==> src/rtl/mmio_uart_pkg.sv <==
package mmio_uart_pkg;
  localparam logic [7:0] OFS_MODE = 8'h00;
  localparam logic [7:0] OFS_STAT = 8'h10;
  localparam logic [7:0] OFS_TXD  = 8'h20;
  localparam logic [7:0] OFS_RXD  = 8'h30;
  localparam logic [7:0] OFS_BAUD = 8'h40;
  localparam logic [7:0] ALIAS_CLR = 8'h04;
  localparam logic [7:0] ALIAS_SET = 8'h08;

  localparam int B_MODE_EN = 15;
  localparam int B_RX_EN   = 12;
  localparam int B_BRK     = 11;
  localparam int B_TX_EN   = 10;
  localparam int B_TX_FULL = 9;
  localparam int B_TX_MT   = 8;
  localparam int B_OVR     = 1;
  localparam int B_RX_RDY  = 0;

  localparam int DATA_BITS  = 8;
  localparam int FRAME_BITS = DATA_BITS + 2;

  typedef enum logic [1:0] {WK_NONE, WK_PLAIN, WK_CLR, WK_SET} wkind_t;

  function automatic logic apply_bit(input logic cur, input logic wbit, input wkind_t k);
    case (k)
      WK_PLAIN: apply_bit = wbit;
      WK_CLR:   apply_bit = cur & ~wbit;
      WK_SET:   apply_bit = cur | wbit;
      default:  apply_bit = cur;
    endcase
  endfunction
endpackage

==> src/rtl/mu_fifo.sv <==
module mu_fifo #(
  parameter int W     = 8,
  parameter int DEPTH = 4,
  localparam int AW   = (DEPTH > 1) ? $clog2(DEPTH) : 1
) (
  input  logic          clk,
  input  logic          rst_n,
  input  logic          push,
  input  logic [W-1:0]  din,
  input  logic          pop,
  output logic [W-1:0]  dout,
  output logic          full,
  output logic          empty,
  output logic [AW:0]   level
);
  logic [W-1:0] mem [DEPTH];
  logic [AW-1:0] wptr_q, wptr_n, rptr_q, rptr_n;
  logic [AW:0]   lvl_q, lvl_n;
  logic push_ok, pop_ok;

  assign full    = (lvl_q == (AW+1)'(DEPTH));
  assign empty   = (lvl_q == '0);
  assign level   = lvl_q;
  assign dout    = mem[rptr_q];
  assign push_ok = push & ~full;
  assign pop_ok  = pop & ~empty;

  always_comb begin
    wptr_n = wptr_q;
    rptr_n = rptr_q;
    lvl_n  = lvl_q;
    if (push_ok) wptr_n = (wptr_q == AW'(DEPTH-1)) ? '0 : wptr_q + 1'b1;
    if (pop_ok)  rptr_n = (rptr_q == AW'(DEPTH-1)) ? '0 : rptr_q + 1'b1;
    case ({push_ok, pop_ok})
      2'b10:   lvl_n = lvl_q + 1'b1;
      2'b01:   lvl_n = lvl_q - 1'b1;
      default: lvl_n = lvl_q;
    endcase
  end

  always_ff @(posedge clk or negedge rst_n) begin
    if (!rst_n) begin
      wptr_q <= '0;
      rptr_q <= '0;
      lvl_q  <= '0;
    end else begin
      wptr_q <= wptr_n;
      rptr_q <= rptr_n;
      lvl_q  <= lvl_n;
    end
  end

  always_ff @(posedge clk) begin
    if (push_ok) mem[wptr_q] <= din;
  end

  AST_FIFO_LEVEL_BOUND: assert property (@(posedge clk) disable iff (!rst_n)
    lvl_q <= (AW+1)'(DEPTH));
  AST_FIFO_FULL_DROP: assert property (@(posedge clk) disable iff (!rst_n)
    (full && push && !pop) |=> (lvl_q == (AW+1)'(DEPTH)));
endmodule

==> src/rtl/mu_tx.sv <==
module mu_tx
  import mmio_uart_pkg::*;
#(
  parameter int BAUD_W = 16
) (
  input  logic              clk,
  input  logic              rst_n,
  input  logic              en,
  input  logic              tx_en,
  input  logic [BAUD_W-1:0] baud,
  input  logic              have_data,
  input  logic [7:0]        data,
  input  logic              brk_req,
  output logic              take,
  output logic              brk_done,
  output logic              busy,
  output logic              line
);
  localparam int CW = BAUD_W + 4;
  typedef enum logic [1:0] {T_IDLE, T_FRAME, T_BREAK} tstate_t;

  tstate_t st_q, st_n;
  logic [FRAME_BITS-1:0] sh_q, sh_n;
  logic [3:0]    bit_q, bit_n;
  logic [CW-1:0] cnt_q, cnt_n;
  logic [CW-1:0] bit_len;

  assign bit_len = {baud, 4'hF};
  assign busy    = (st_q != T_IDLE);
  assign line    = (st_q == T_IDLE) ? 1'b1 : sh_q[0];

  always_comb begin
    st_n = st_q; sh_n = sh_q; bit_n = bit_q; cnt_n = cnt_q;
    take = 1'b0; brk_done = 1'b0;
    if (!en) begin
      st_n = T_IDLE; cnt_n = '0; bit_n = '0;
    end else if (st_q == T_IDLE) begin
      cnt_n = '0; bit_n = '0;
      if (brk_req) begin
        st_n = T_BREAK; sh_n = '0;
      end else if (tx_en && have_data) begin
        st_n = T_FRAME; sh_n = {1'b1, data, 1'b0}; take = 1'b1;
      end
    end else if (cnt_q == bit_len) begin
      cnt_n = '0;
      if (st_q == T_FRAME) sh_n = {1'b1, sh_q[FRAME_BITS-1:1]};
      if (bit_q == 4'(FRAME_BITS-1)) begin
        st_n = T_IDLE;
        brk_done = (st_q == T_BREAK);
      end else begin
        bit_n = bit_q + 1'b1;
      end
    end else begin
      cnt_n = cnt_q + 1'b1;
    end
  end

  always_ff @(posedge clk or negedge rst_n) begin
    if (!rst_n) begin
      st_q <= T_IDLE; sh_q <= '1; bit_q <= '0; cnt_q <= '0;
    end else begin
      st_q <= st_n; sh_q <= sh_n; bit_q <= bit_n; cnt_q <= cnt_n;
    end
  end

  AST_BREAK_LINE_LOW: assert property (@(posedge clk) disable iff (!rst_n)
    (st_q == T_BREAK) |-> !line);
  AST_TAKE_ONLY_ENABLED: assert property (@(posedge clk) disable iff (!rst_n)
    take |=> (st_q == T_FRAME));
endmodule

==> src/rtl/mu_rx.sv <==
module mu_rx
  import mmio_uart_pkg::*;
#(
  parameter int BAUD_W = 16
) (
  input  logic              clk,
  input  logic              rst_n,
  input  logic              en,
  input  logic [BAUD_W-1:0] baud,
  input  logic              rxd_s,
  output logic              valid,
  output logic [7:0]        data
);
  typedef enum logic [1:0] {R_IDLE, R_START, R_DATA, R_STOP} rstate_t;

  rstate_t st_q, st_n;
  logic [BAUD_W-1:0] pre_q, pre_n;
  logic [3:0] os_q, os_n;
  logic [2:0] bit_q, bit_n;
  logic [7:0] sh_q, sh_n;
  logic       val_q, val_n;
  logic       tick;

  assign tick  = (pre_q == baud);
  assign valid = val_q;
  assign data  = sh_q;

  always_comb begin
    st_n = st_q; pre_n = pre_q; os_n = os_q; bit_n = bit_q; sh_n = sh_q; val_n = 1'b0;
    if (!en) begin
      st_n = R_IDLE; pre_n = '0; os_n = '0; bit_n = '0;
    end else begin
      pre_n = tick ? '0 : pre_q + 1'b1;
      if (tick) begin
        case (st_q)
          R_IDLE: if (!rxd_s) begin st_n = R_START; os_n = '0; end
          R_START: begin
            if (os_q == 4'd7) begin
              os_n = '0; bit_n = '0;
              st_n = rxd_s ? R_IDLE : R_DATA;
            end else os_n = os_q + 1'b1;
          end
          R_DATA: begin
            if (os_q == 4'd15) begin
              os_n = '0;
              sh_n = {rxd_s, sh_q[7:1]};
              if (bit_q == 3'(DATA_BITS-1)) st_n = R_STOP;
              else bit_n = bit_q + 1'b1;
            end else os_n = os_q + 1'b1;
          end
          default: begin
            if (os_q == 4'd15) begin
              st_n = R_IDLE; val_n = rxd_s;
            end else os_n = os_q + 1'b1;
          end
        endcase
      end
    end
  end

  always_ff @(posedge clk or negedge rst_n) begin
    if (!rst_n) begin
      st_q <= R_IDLE; pre_q <= '0; os_q <= '0; bit_q <= '0; sh_q <= '0; val_q <= 1'b0;
    end else begin
      st_q <= st_n; pre_q <= pre_n; os_q <= os_n; bit_q <= bit_n; sh_q <= sh_n; val_q <= val_n;
    end
  end

  AST_RX_VALID_PULSE: assert property (@(posedge clk) disable iff (!rst_n)
    valid |=> !valid);
  AST_RX_OFF_QUIET: assert property (@(posedge clk) disable iff (!rst_n)
    !en |=> !valid);
endmodule

==> src/rtl/mmio_uart.sv <==
module mmio_uart
  import mmio_uart_pkg::*;
#(
  parameter int BAUD_W     = 16,
  parameter int FIFO_DEPTH = 4,
  parameter int ADDR_W     = 8
) (
  input  logic              clk,
  input  logic              rst_n,
  input  logic [ADDR_W-1:0] bus_addr,
  input  logic              bus_wr,
  input  logic [31:0]       bus_wdata,
  input  logic              bus_rd,
  output logic [31:0]       bus_rdata,
  output logic              txd,
  input  logic              rxd
);
  localparam int LW = ((FIFO_DEPTH > 1) ? $clog2(FIFO_DEPTH) : 1) + 1;
  localparam logic [ADDR_W-1:0] A_MODE = ADDR_W'(OFS_MODE);
  localparam logic [ADDR_W-1:0] A_STAT = ADDR_W'(OFS_STAT);
  localparam logic [ADDR_W-1:0] A_TXD  = ADDR_W'(OFS_TXD);
  localparam logic [ADDR_W-1:0] A_RXD  = ADDR_W'(OFS_RXD);
  localparam logic [ADDR_W-1:0] A_BAUD = ADDR_W'(OFS_BAUD);
  localparam logic [ADDR_W-1:0] A_CLR  = ADDR_W'(ALIAS_CLR);
  localparam logic [ADDR_W-1:0] A_SET  = ADDR_W'(ALIAS_SET);

  logic [1:0] rst_sync_q;
  logic       rst_i;
  logic [1:0] rxd_sync_q;

  logic mode_q, mode_n, rxen_q, rxen_n, brk_q, brk_n, txen_q, txen_n, ovr_q, ovr_n;
  logic [BAUD_W-1:0] baud_q, baud_n;
  wkind_t mode_k, stat_k;

  logic tx_wr, tx_take, tx_full, tx_empty, tx_busy, tx_line, brk_done;
  logic [7:0] tx_head;
  logic [LW-1:0] tx_level;
  logic rx_valid, rx_push, rx_pop, rx_full, rx_empty, ovr_hit;
  logic [7:0] rx_byte, rx_head;
  logic [LW-1:0] rx_level;
  logic unused_wdata;

  assign unused_wdata = ^{bus_wdata[31:16], bus_wdata[14:13], bus_wdata[9:2]};

  always_ff @(posedge clk or negedge rst_n) begin
    if (!rst_n) rst_sync_q <= 2'b00;
    else        rst_sync_q <= {rst_sync_q[0], 1'b1};
  end
  assign rst_i = rst_sync_q[1];

  always_ff @(posedge clk or negedge rst_i) begin
    if (!rst_i) rxd_sync_q <= 2'b11;
    else        rxd_sync_q <= {rxd_sync_q[0], rxd};
  end

  always_comb begin
    mode_k = WK_NONE;
    stat_k = WK_NONE;
    if (bus_wr) begin
      if      (bus_addr == A_MODE)         mode_k = WK_PLAIN;
      else if (bus_addr == (A_MODE|A_CLR)) mode_k = WK_CLR;
      else if (bus_addr == (A_MODE|A_SET)) mode_k = WK_SET;
      if      (bus_addr == A_STAT)         stat_k = WK_PLAIN;
      else if (bus_addr == (A_STAT|A_CLR)) stat_k = WK_CLR;
      else if (bus_addr == (A_STAT|A_SET)) stat_k = WK_SET;
    end
  end

  assign tx_wr   = bus_wr & (bus_addr == A_TXD);
  assign rx_pop  = bus_rd & (bus_addr == A_RXD);
  assign rx_push = rx_valid & ~ovr_q & ~rx_full;
  assign ovr_hit = rx_valid & ~ovr_q & rx_full;

  always_comb begin
    mode_n = apply_bit(mode_q, bus_wdata[B_MODE_EN], mode_k);
    rxen_n = apply_bit(rxen_q, bus_wdata[B_RX_EN], stat_k);
    brk_n  = apply_bit(brk_q,  bus_wdata[B_BRK],   stat_k);
    txen_n = apply_bit(txen_q, bus_wdata[B_TX_EN], stat_k);
    ovr_n  = apply_bit(ovr_q,  bus_wdata[B_OVR],   stat_k);
    baud_n = (bus_wr && bus_addr == A_BAUD) ? bus_wdata[BAUD_W-1:0] : baud_q;
    if (brk_done) brk_n = 1'b0;
    if (ovr_hit)  ovr_n = 1'b1;
  end

  always_ff @(posedge clk or negedge rst_i) begin
    if (!rst_i) begin
      mode_q <= 1'b0; rxen_q <= 1'b0; brk_q <= 1'b0; txen_q <= 1'b0; ovr_q <= 1'b0;
      baud_q <= '0;
    end else begin
      mode_q <= mode_n; rxen_q <= rxen_n; brk_q <= brk_n; txen_q <= txen_n; ovr_q <= ovr_n;
      baud_q <= baud_n;
    end
  end

  always_comb begin
    bus_rdata = '0;
    if (bus_rd) begin
      if (bus_addr == A_MODE) begin
        bus_rdata[B_MODE_EN] = mode_q;
      end else if (bus_addr == A_STAT) begin
        bus_rdata[B_RX_EN]   = rxen_q;
        bus_rdata[B_BRK]     = brk_q;
        bus_rdata[B_TX_EN]   = txen_q;
        bus_rdata[B_TX_FULL] = tx_full;
        bus_rdata[B_TX_MT]   = tx_empty & ~tx_busy;
        bus_rdata[B_OVR]     = ovr_q;
        bus_rdata[B_RX_RDY]  = ~rx_empty;
      end else if (bus_addr == A_RXD) begin
        bus_rdata[7:0] = rx_empty ? 8'h00 : rx_head;
      end else if (bus_addr == A_BAUD) begin
        bus_rdata[BAUD_W-1:0] = baud_q;
      end
    end
  end

  mu_fifo #(.W(8), .DEPTH(FIFO_DEPTH)) u_txq (
    .clk(clk), .rst_n(rst_i), .push(tx_wr), .din(bus_wdata[7:0]), .pop(tx_take),
    .dout(tx_head), .full(tx_full), .empty(tx_empty), .level(tx_level));

  mu_fifo #(.W(8), .DEPTH(FIFO_DEPTH)) u_rxq (
    .clk(clk), .rst_n(rst_i), .push(rx_push), .din(rx_byte), .pop(rx_pop),
    .dout(rx_head), .full(rx_full), .empty(rx_empty), .level(rx_level));

  mu_tx #(.BAUD_W(BAUD_W)) u_tx (
    .clk(clk), .rst_n(rst_i), .en(mode_q), .tx_en(txen_q), .baud(baud_q),
    .have_data(~tx_empty), .data(tx_head), .brk_req(brk_q),
    .take(tx_take), .brk_done(brk_done), .busy(tx_busy), .line(tx_line));

  mu_rx #(.BAUD_W(BAUD_W)) u_rx (
    .clk(clk), .rst_n(rst_i), .en(mode_q & rxen_q), .baud(baud_q),
    .rxd_s(rxd_sync_q[1]), .valid(rx_valid), .data(rx_byte));

  assign txd = mode_q ? tx_line : 1'b1;

  AST_OVR_STICKY: assert property (@(posedge clk) disable iff (!rst_i)
    (ovr_q && !(bus_wr && (bus_addr == A_STAT || bus_addr == (A_STAT|A_CLR)))) |=> ovr_q);
  AST_OVR_BLOCKS_RX: assert property (@(posedge clk) disable iff (!rst_i)
    (ovr_q && !rx_pop) |=> $stable(rx_level));
  AST_TX_DROP_FULL: assert property (@(posedge clk) disable iff (!rst_i)
    (tx_full && tx_wr && !tx_take) |=> $stable(tx_level));
  AST_IDLE_LINE_HIGH: assert property (@(posedge clk) disable iff (!rst_i)
    (tx_empty && !tx_busy) |-> txd);
  AST_BRK_SELF_CLEAR: assert property (@(posedge clk) disable iff (!rst_i)
    brk_done |=> !brk_q);
endmodule

==> config.mk <==
export PLATFORM = sky130hd
export DESIGN_NAME = mmio_uart
export DESIGN_NICKNAME = d
export VERILOG_FILES = /design/src/rtl/mmio_uart_pkg.sv /design/src/rtl/mu_fifo.sv /design/src/rtl/mu_tx.sv /design/src/rtl/mu_rx.sv /design/src/rtl/mmio_uart.sv
export SDC_FILE = /design/constraint.sdc
export NUM_CORES = 1
export LEC_CHECK = 0
export ABC_AREA = 0
export BUFFER_PORTS_ARGS = -buffer_cell sky130_fd_sc_hd__buf_2
export CAP_MARGIN = 10
export CORE_MARGIN = 5
export CORE_UTILIZATION = 40
export CTS_BUF_LIST = sky130_fd_sc_hd__clkbuf_4
export DETAILED_ROUTE_END_ITERATION = 10
export GPL_TIMING_DRIVEN = 0
export PLACE_DENSITY = 0.67
export SKIP_LAST_GASP = 1
export SYNTH_ARGS = -nofsm -noshare
export SYNTH_HDL_FRONTEND = slang
export SYNTH_SLANG_ARGS = --single-unit
==> constraint.sdc <==
create_clock -name clk -period 9.4 [get_ports clk]
set_input_delay 0.94 -clock clk [delete_from_list [all_inputs] [get_ports clk]]
set_output_delay 0.94 -clock clk [all_outputs]
set_load 0.02 [all_outputs]
-- After elaboration in Yosys (flattened, before gate mapping)
Memories as Yosys holds them, arrays and structs flattened.
Index checks and enable logic that the tools add are counted.
- bits in registers: 109
- memory bits (writable): 64
- bits of input ports: 45
- output and inout port bits: 33
- memories: 2
- memory list (memory ; words ; bits a word ; read ports ; clocked after memory_dff ; write ports ; RTL line ; text):
    u_rxq.mem ; 4 ; 8 ; 1 ; 0 ; 1 ; mu_fifo.sv:16 ; logic [W-1:0] mem [DEPTH];
    u_txq.mem ; 4 ; 8 ; 1 ; 0 ; 1 ; mu_fifo.sv:16 ;
- add/sub/neg operators: 13
- equal/unequal tests: 48
- multiplexer cells: 92
- bitwise logic cells: 32
- reductions and logical operators: 24
- operators with widths (operator ; number):
    16-bit 2-to-1 mux ; 4
    20-bit 2-to-1 mux ; 3
    2-bit 2-to-1 mux ; 27
    10-bit 2-to-1 mux ; 5
    4-bit 2-to-1 mux ; 10
    2-bit == test, second input constant ; 12
    8-bit by 5-bit == test with 1-bit output, second input constant ; 3
    8-bit 2-to-1 mux ; 3
    1-bit 2-to-1 mux ; 21
    3-bit inequality test, second input constant ; 7
    20-bit by 1-bit adder with 20-bit output, second input constant ; 1
    20-bit == test ; 1
    3-bit 2-to-1 mux ; 6
    3-bit one-hot mux with 2 select lines ; 3
    16-bit by 1-bit adder with 16-bit output, second input constant ; 1
    1-bit AND ; 16
    16-bit == test ; 1
    8-bit by 6-bit == test with 1-bit output, second input constant ; 2
    15-bit 2-to-1 mux ; 1
    1-bit one-hot mux with 3 select lines ; 5
    2-bit by 1-bit == test with 1-bit output, second input constant ; 6
    4-bit one-hot mux with 3 select lines ; 1
    1-bit NOT ; 11
    2-bit nonzero test ; 5
    31 further kinds ; 54

-- Depth between registers and ports, before layout
Gate-level depths: netlist (run 1).
- depth in word-level cells: 10
- mapped depth: 12
- depth with buffers taken out: 11

-- By module
A second synthesis (run 1) with hierarchy kept.
- cell total of the unflattened synthesis: 759
- area total of the unflattened synthesis: 9037.4 µm²
- modules (own cells, without submodules) (module ; times used ; cells an instance ; area each (µm²) ; sequential area each (µm²)):
    mu_tx ; 1 ; 249 ; 2243.4 ; 913.4
    mu_rx ; 1 ; 185 ; 1953.1 ; 850.8
    mu_fifo (u_rxq) ; 1 ; 82 ; 1636.6 ; 1136.1
    mu_fifo (u_txq) ; 1 ; 83 ; 1611.5 ; 1136.1
    mmio_uart ; 1 ; 160 ; 1592.8 ; 628.1

-- Worst setup path before layout (run 1)
Ideal clock, no wire load.
- path type: in2out
- start point: input bus_addr[1]
- end point: output bus_rdata[0]
- data arrival time: 2.546 ns
- required time: 8.460 ns
- setup slack: 5.914 ns
- stages on the path: 5
- cell sequence: nor4_1 nand2_1 nor3b_1 o2111ai_1 a21oi_1
- longest elaborated chain between the ends: 6
- elaborated cells between the ends (all ways): 9
- those cells by class: 3 x eq/ne; 5 x mux; 1 x reduce/logical
- ends and longest elaborated chain (element ; RTL line ; text):
    start, declared ; mmio_uart.sv:10 ; input logic [ADDR_W-1:0] bus_addr,
    8-bit by 7-bit == test with 1-bit output ; mmio_uart.sv:110 ; end else if (bus_addr == A_BAUD) begin
    16-bit 2-to-1 mux ; mmio_uart.sv:110 ;
    8-bit 2-to-1 mux ; mmio_uart.sv:108 ; end else if (bus_addr == A_RXD) begin
    2-bit 2-to-1 mux ; mmio_uart.sv:100 ; end else if (bus_addr == A_STAT) begin
    15-bit 2-to-1 mux * ; mmio_uart.sv:98 ; if (bus_addr == A_MODE) begin
    16-bit 2-to-1 mux * ; mmio_uart.sv:97 ; if (bus_rd) begin
    end, declared ; mmio_uart.sv:14 ; output logic [31:0] bus_rdata,
Mark *: on every way between the ends. The rest lies on a longest branch, timed or not.

-- Final worst setup path (run 1)
Same ends and word-level chain as after synthesis.

==> metrics.csv, run 1 <==
stage,metric,value,unit
synthesis,synthDistinctLibCells,50,
clock_tree,clk_pin_slew_worst_paths,130,ps
route,route.vias.total,5318,
floorplanning,die-area,23800,um2
floorplanning,start_util,0.408,
power_and_ir_drop,p_clk_frac,0.308,
synthesis,mappedNetlistArea,8310,um2
synthesis,synth.top_cell.area_share,0.292,
cells_and_area,syn_to_final_growth,11.1,%
setup_path,crit_arrival,3390,ps
synthesis,synthTopCellsByCount,"97 x dfrtp_1, 74 x nor2_1, 64 x edfxtp_1",
synthesis,synthArstFlopShare,0.630,
synthesis,ys_ff_latch,173,
setup_path,crit_cells,7,
route,vias_per_cell,5.09,
timing,period_minus_slack,4330,ps
placed_design,place_congestion,0.783,
clock_tree,clkSinkCount,173,
power_and_ir_drop,p_int,1.02,mW
setup_path,ff2ff_path_depth,6,
synthesis,synthCells,683,
route,wirelength_met1,8.03,mm
route,top_layer_used,met5,
placed_design,place_hpwl,12.7,mm
timing,setup_viol,0,
floorplanning,die_w,154,um
synthesis,synth-edff-count,64,
setup_path,required,8460,ps
cells_and_area,num_antenna_cells,0,
setup_path,slowest_delay,710,ps
setup_path,path_max_fanout,6,
setup_path,r2r_start,baud_q[7],
setup_path,critPathSlowestCell,nor3b_1,
cells_and_area,drive_above_1_share,0.206,
timing,hold_slack,128,ps
power_and_ir_drop,p_comb_frac,0.085,
power_and_ir_drop,max-vdd-ir-drop,0.103,mV
power_and_ir_drop,switching_share,0.254,
setup_path,cp-startpoint,bus_addr[1],
setup_path,reg2reg_slack,6850,ps
route,wirelength,17.5,mm
grt,gr-total-overflow,0,
cells_and_area,nFillCells,1887,
route,drc,0,
setup_path,cp_num_buf_inv,2,
clock_tree,ctsResizeCount,0,
route,drt_first_pass_iters,5,
floorplanning,ios,78,
setup_path,path_cells,buf_2 -> nor4_1 -> nand2_1 -> nor3b_1 -> o2111ai_1 -> a21oi_1 -> buf_2,
power_and_ir_drop,p_sw,0.348,mW
power_and_ir_drop,p_leak,4.11,nW
clock_tree,cts_buffers,17,
route,post_drt_wl_per_cell,16.8,um
timing,drv_slew,0,
flow_run,drv_cap,0,
power_and_ir_drop,power_density,148,nW/um2
grt,grt_pass1_wl,28.4,mm
clock_tree,post-cts-setup-buffers,0,
setup_path,crit_end,bus_rdata[0],
timing,final.setup.tns,0,ps
timing,fmax,0.231,GHz
clock_tree,htree_num_levels,4,
min_path,hold_path.class,input pin to async pin,
floorplanning,chipHeight,154,um
grt,grt_max_degree,61,
synthesis,synth_most_common_cell,dfrtp_1,
grt,grt_usage,0.152,
timing,worst_slew_pin_slew,778,ps
setup_path,cpLargestDelayFamily,simple AND/OR/NAND/NOR gates,
synthesis,yosysWarnings,0,
clock_tree,cts_buffer_depth,2,
setup_path,cp-end-kind,output port,
grt,grt_pass1_vias,5265,
synthesis,synth_area_leaders,"dfrtp_1 29%, edfxtp_1 23%, xor2_1 5.2%",
route,routed-wl-met2,8.40,mm
timing,rsz0062_at_grt,no,
placed_design,port_buffers,44,
timing,hold_viol,0,
power_and_ir_drop,power_frac_seq,0.607,
timing,slew_headroom,0.480,
status,status,finished clean,
synthesis,synth-main-ff-cell,dfrtp_1,
clock_tree,cts_hold_buf,0,
setup_path,r2r-end,u_rx.data[0],
synthesis,synth_top_area_cell,dfrtp_1,
timing,finalCritPeriodShare,0.460,
grt,antenna_found_initial,1,
route,dr_wl_met3,838,um
clock_tree,cts-root-buf,clkbuf_4,
setup_path,crit_type,input pin to output port,
floorplanning,core_area,20400,um2
timing,skew,15.1,ps
setup_path,crit_path_start_kind,input pin,
synthesis,synth.avg_cell_area,12.2,um2
clock_tree,insertion_delay,580,ps
route,drtIter0Drc,290,
setup_path,crit_top_cell,buf_2,
synthesis,yosysSeqAreaShare,0.561,
cells_and_area,finalNetCount,833,
floorplanning,rows,52,
clock_tree,tritoncts,done,
route,final_antenna_net_count,0,
[layout by cell type, fill, tap and decap left out, types with 3 or more instances in the layout]
cell type  Yosys  layout
dfrtp_1       97      96
nor2_1        74      74
edfxtp_1      64      64
xor2_1        49      49
buf_2          1      45
nand2_1       40      40
mux2_2        35      35
inv_1         29      29
o21ai_0       25      25
ha_1          24      24
nand3_1       23      23
xnor2_1       18      18
clkbuf_4       0      18
conb_1         2      17
mux4_2        16      16
buf_4         16      16
clkbuf_1      14      14
or3_1         13      13
and2_1        12      12
a21oi_1       12      12
a22oi_1       12      12
dfstp_2       12      12
and3_1        11      11
nor4_1        11      11
nor3_1        11      11
a22o_1         9       9
nand4b_1       7       7
nand4_1        6       6
mux2i_1        6       6
nor2b_1        4       4
clkinv_4       0       4
a32oi_1        3       3
clkinv_1       0       3
[cells by family after synthesis]
family | after synthesis | share of synthesized area
compound gates | 73 | 0.0575
xor+xnor | 67 | 0.0706
fa+ha+maj | 26 | 0.0410
buf+inv | 61 | 0.0349
flops | 173 | 0.561
mux | 58 | 0.0994
other cells | 2 | 0.000904
simple gates | 223 | 0.134
[power by group through the flow]
stage,Combinational (mW),Sequential [mW],Clock (mW)
floorplan,0.0835,0.842,0
global placement,0.107,0.851,0
detailed placement,0.117,0.847,0
CTS,0.117,0.832,0.437
global route,0.130,0.836,0.469
finish,0.116,0.832,0.422
[worst min-delay path by stage]
stage	start	endpoint	slack (ps)	cells past startpoint
4_1_cts	rst_n	rst_sync_q[1]	80	1
5_1_grt	rst_n	rst_sync_q[1]	70	1
2_1_floorplan	rst_sync_q[0]	rst_sync_q[1]	330	0
3_3_place_gp	rst_sync_q[0]	rst_sync_q[1]	340	0
3_5_place_dp	rst_sync_q[0]	rst_sync_q[1]	340	0
6_report	rst_n	rst_sync_q[1]	130	1
[cell type report]
cell class                 count  area [um2]  area share
clock inverter                14         144      0.0156
tap                          270         338      0.0366
timing repair buffer          45         248      0.0268
clock buffer                  18         135      0.0146
inverter                      29         109      0.0118
multi-input combinational    464        3410       0.369
sequential                   173        4670       0.505
buffer                        32         181      0.0196
[state kept, by name, indices dropped and copies added (netlist names), 3 cells and up]
name         cells
u_rxq.mem       32
u_txq.mem       32
u_tx.cnt_q      20
baud_q          16
u_rx.pre_q      16
u_tx.sh_q       10
u_rx.data        8
u_rx.os_q        4
u_tx.bit_q       4
u_rx.bit_q       3
u_rxq.level      3
u_txq.level      3
[per-stage QoR]
step | setup WS (ps) | area [um2] | util | cells | total power [mW]
floorplan | 5910 | 8370 | - | 698 | 0.925
global placement | 4700 | 8920 | 0.438 | 1012 | 0.959
detailed placement | 5060 | 8960 | 0.440 | 1013 | 0.964
CTS | 5050 | 9240 | 0.453 | 1045 | 1.39
global route | 4850 | 9240 | 0.453 | 1045 | 1.43
finish | 5070 | 9240 | 0.453 | 1045 | 1.37
[per-layer routing]
| metal | GRT usage | vias to the layer above |
|---|---|---|
| li1 | - | 2564 |
| met4 | 0.0437 | 2 |
| met3 | 0.0377 | 18 |
| met1 | 0.213 | 2627 |
| met2 | 0.237 | 107 |
| met5 | 0 | - |
No activity file was read; power rests on OpenSTA's default activity.
==> inputs of run 2 (changes only) <==
- clock period: 9.4 -> 4.15 ns (I/O delays scaled with it)
==> run 2 against run 1 <==
  * Die area stayed put
  * Critical endpoint unchanged
  * Clock-buffer cell count unchanged
  * Sequential cell count unchanged
  * Power increased by 130%
  * Final area up 0.22%
  * Sequential share of layout area is 0.11 points lower
  * Utilization increased by 0.098 points
  * First-iteration DRC count is 4.1% lower
  * Non-clock buffer count rose by 2
  * Critical path depth is the same
  * Largest power group unchanged
==> metrics.csv, run 2 (synthesized netlist as in run 1, its figures left out) <==
stage,metric,value,unit
setup_path,cp-end-kind,output port,
cells_and_area,post-route-util,0.454,
cells_and_area,num_antenna_cells,0,
floorplanning,die_w,154,um
setup_path,slowest_delay,720,ps
setup_path,crit_top_cell,buf_2,
clock_tree,insertion_delay,590,ps
timing,setup_slack,864,ps
clock_tree,cts_hold_buf,2,
clock_tree,post-cts-setup-buffers,0,
timing,skew,17.8,ps
setup_path,cpLargestDelayFamily,simple AND/OR/NAND/NOR gates,
timing,drv_slew,0,
power_and_ir_drop,max-vdd-ir-drop,0.232,mV
placed_design,port_buffers,44,
setup_path,critPathSlowestCell,nor3b_1,
grt,gr-total-overflow,0,
floorplanning,rows,52,
min_path,hold_path.class,input pin to register,
timing,hold_slack,44.8,ps
route,wirelength,17.6,mm
clock_tree,cts_buffer_depth,2,
timing,rsz0062_at_grt,no,
placed_design,place_hpwl,12.7,mm
clock_tree,tritoncts,done,
power_and_ir_drop,power_density,336,nW/um2
power_and_ir_drop,p_sw,0.790,mW
power_and_ir_drop,p_leak,4.12,nW
clock_tree,clkSinkCount,173,
cells_and_area,multi_input_area,3410,um2
cells_and_area,fin_cells,1047,
floorplanning,start_util,0.408,
cells_and_area,syn_to_final_growth,11.4,%
setup_path,crit_arrival,2870,ps
route,drtIter0Drc,278,
floorplanning,ios,78,
timing,worst_slew_pin_slew,796,ps
route,final_antenna_net_count,0,
flow_run,drv_cap,0,
setup_path,required,3730,ps
power_and_ir_drop,power_frac_seq,0.606,
route,vias_per_cell,5.11,
clock_tree,cts-root-buf,clkbuf_4,
cells_and_area,fin_area,9260,um2
floorplanning,chipHeight,154,um
cells_and_area,top_regs,"u_rxq.mem x32, u_txq.mem x32, u_tx.cnt_q x20",
cells_and_area,finalNetCount,835,
timing,setup_viol,0,
setup_path,crit_path_start_kind,input pin,
power_and_ir_drop,p_int,2.32,mW
clock_tree,htree_num_levels,4,
setup_path,cp_num_buf_inv,2,
power_and_ir_drop,p_comb_frac,0.085,
setup_path,crit_type,input pin to output port,
cells_and_area,drive_above_1_share,0.206,
setup_path,path_max_fanout,6,
grt,grt_pass1_vias,5273,
cells_and_area,nFillCells,1885,
route,drc,0,
cells_and_area,final_common_cell,dfrtp_1,
timing,hold_viol,0,
power_and_ir_drop,switching_share,0.254,
timing,period_minus_slack,3290,ps
grt,grt_pass1_wl,28.5,mm
status,status,finished clean,
timing,fmax,0.304,GHz
cells_and_area,seqCellArea,4670,um2
grt,antenna_found_initial,1,
timing,final.setup.tns,0,ps
setup_path,path_cells,buf_2 -> nor4_1 -> nand2_1 -> nor3b_1 -> o2111ai_1 -> a21oi_1 -> buf_2,
clock_tree,clk_pin_slew_worst_paths,150,ps
placed_design,postPlaceCellArea,8960,um2
clock_tree,ctsResizeCount,0,
timing,slew_headroom,0.468,
floorplanning,die-area,23800,um2
grt,grt_usage,0.153,
route,route.vias.total,5353,
route,post_drt_wl_per_cell,16.8,um
placed_design,place_ws,766,ps
cells_and_area,final_cell_mix,"96 x dfrtp_1, 74 x nor2_1, 64 x edfxtp_1",
placed_design,place_inst,1013,
power_and_ir_drop,p_clk_frac,0.308,
grt,grt_max_degree,61,
floorplanning,core_area,20400,um2
timing,finalCritPeriodShare,0.792,
clock_tree,cts_buffers,17,
route,drt_first_pass_iters,5,
placed_design,place_congestion,0.783,
power_and_ir_drop,p_total,3.11,mW
==> run 2: metal layers <==
layer	track usage	wire (um)
met2	0.237	8460
met4	0.0437	228
met1	0.213	8040
met5	0	13
met3	0.0377	837
==> run 2: cell type report <==
cell class,count,area share
timing repair buffer,47,0.0289
inverter,29,0.0118
multi-input combinational,464,0.369
clock buffer,18,0.0146
tap,270,0.0365
sequential,173,0.504
clock inverter,14,0.0155
buffer,32,0.0196
==> run 2: power by group through the flow <==
stage | logic [mW] | clock network [mW] | registers [mW]
2_1_floorplan | 0.189 | 0 | 1.91
6_report | 0.265 | 0.958 | 1.88
3_5_place_dp | 0.265 | 0 | 1.92
4_1_cts | 0.267 | 0.990 | 1.88
3_3_place_gp | 0.243 | 0 | 1.93
5_1_grt | 0.296 | 1.06 | 1.89
==> run 2: path summary, 6_finish.rpt <==
path                                    start            end  slack (ps)  cells past startpoint
worst min register to register  rxd_sync_q[0]  rxd_sync_q[1]         360                      0
worst max register to register      baud_q[7]   u_rx.data[0]        1600                      6
worst max-delay path              bus_addr[1]   bus_rdata[0]         860                      7
min in group asynchronous               rst_n  rst_sync_q[1]         130                      2
worst min-delay path            bus_wdata[14]     baud_q[14]          40                      2
max in group asynchronous       rst_sync_q[1]   u_tx.sh_q[4]        2970                      1
==> run 2: worst reg2reg max path: stages, from the launching register on <==
cell     delay, ps
dfrtp_1        490
xor2_1         180
nor4_1         340
nand4_1        350
or4_1          570
buf_2          210
mux2_1         320
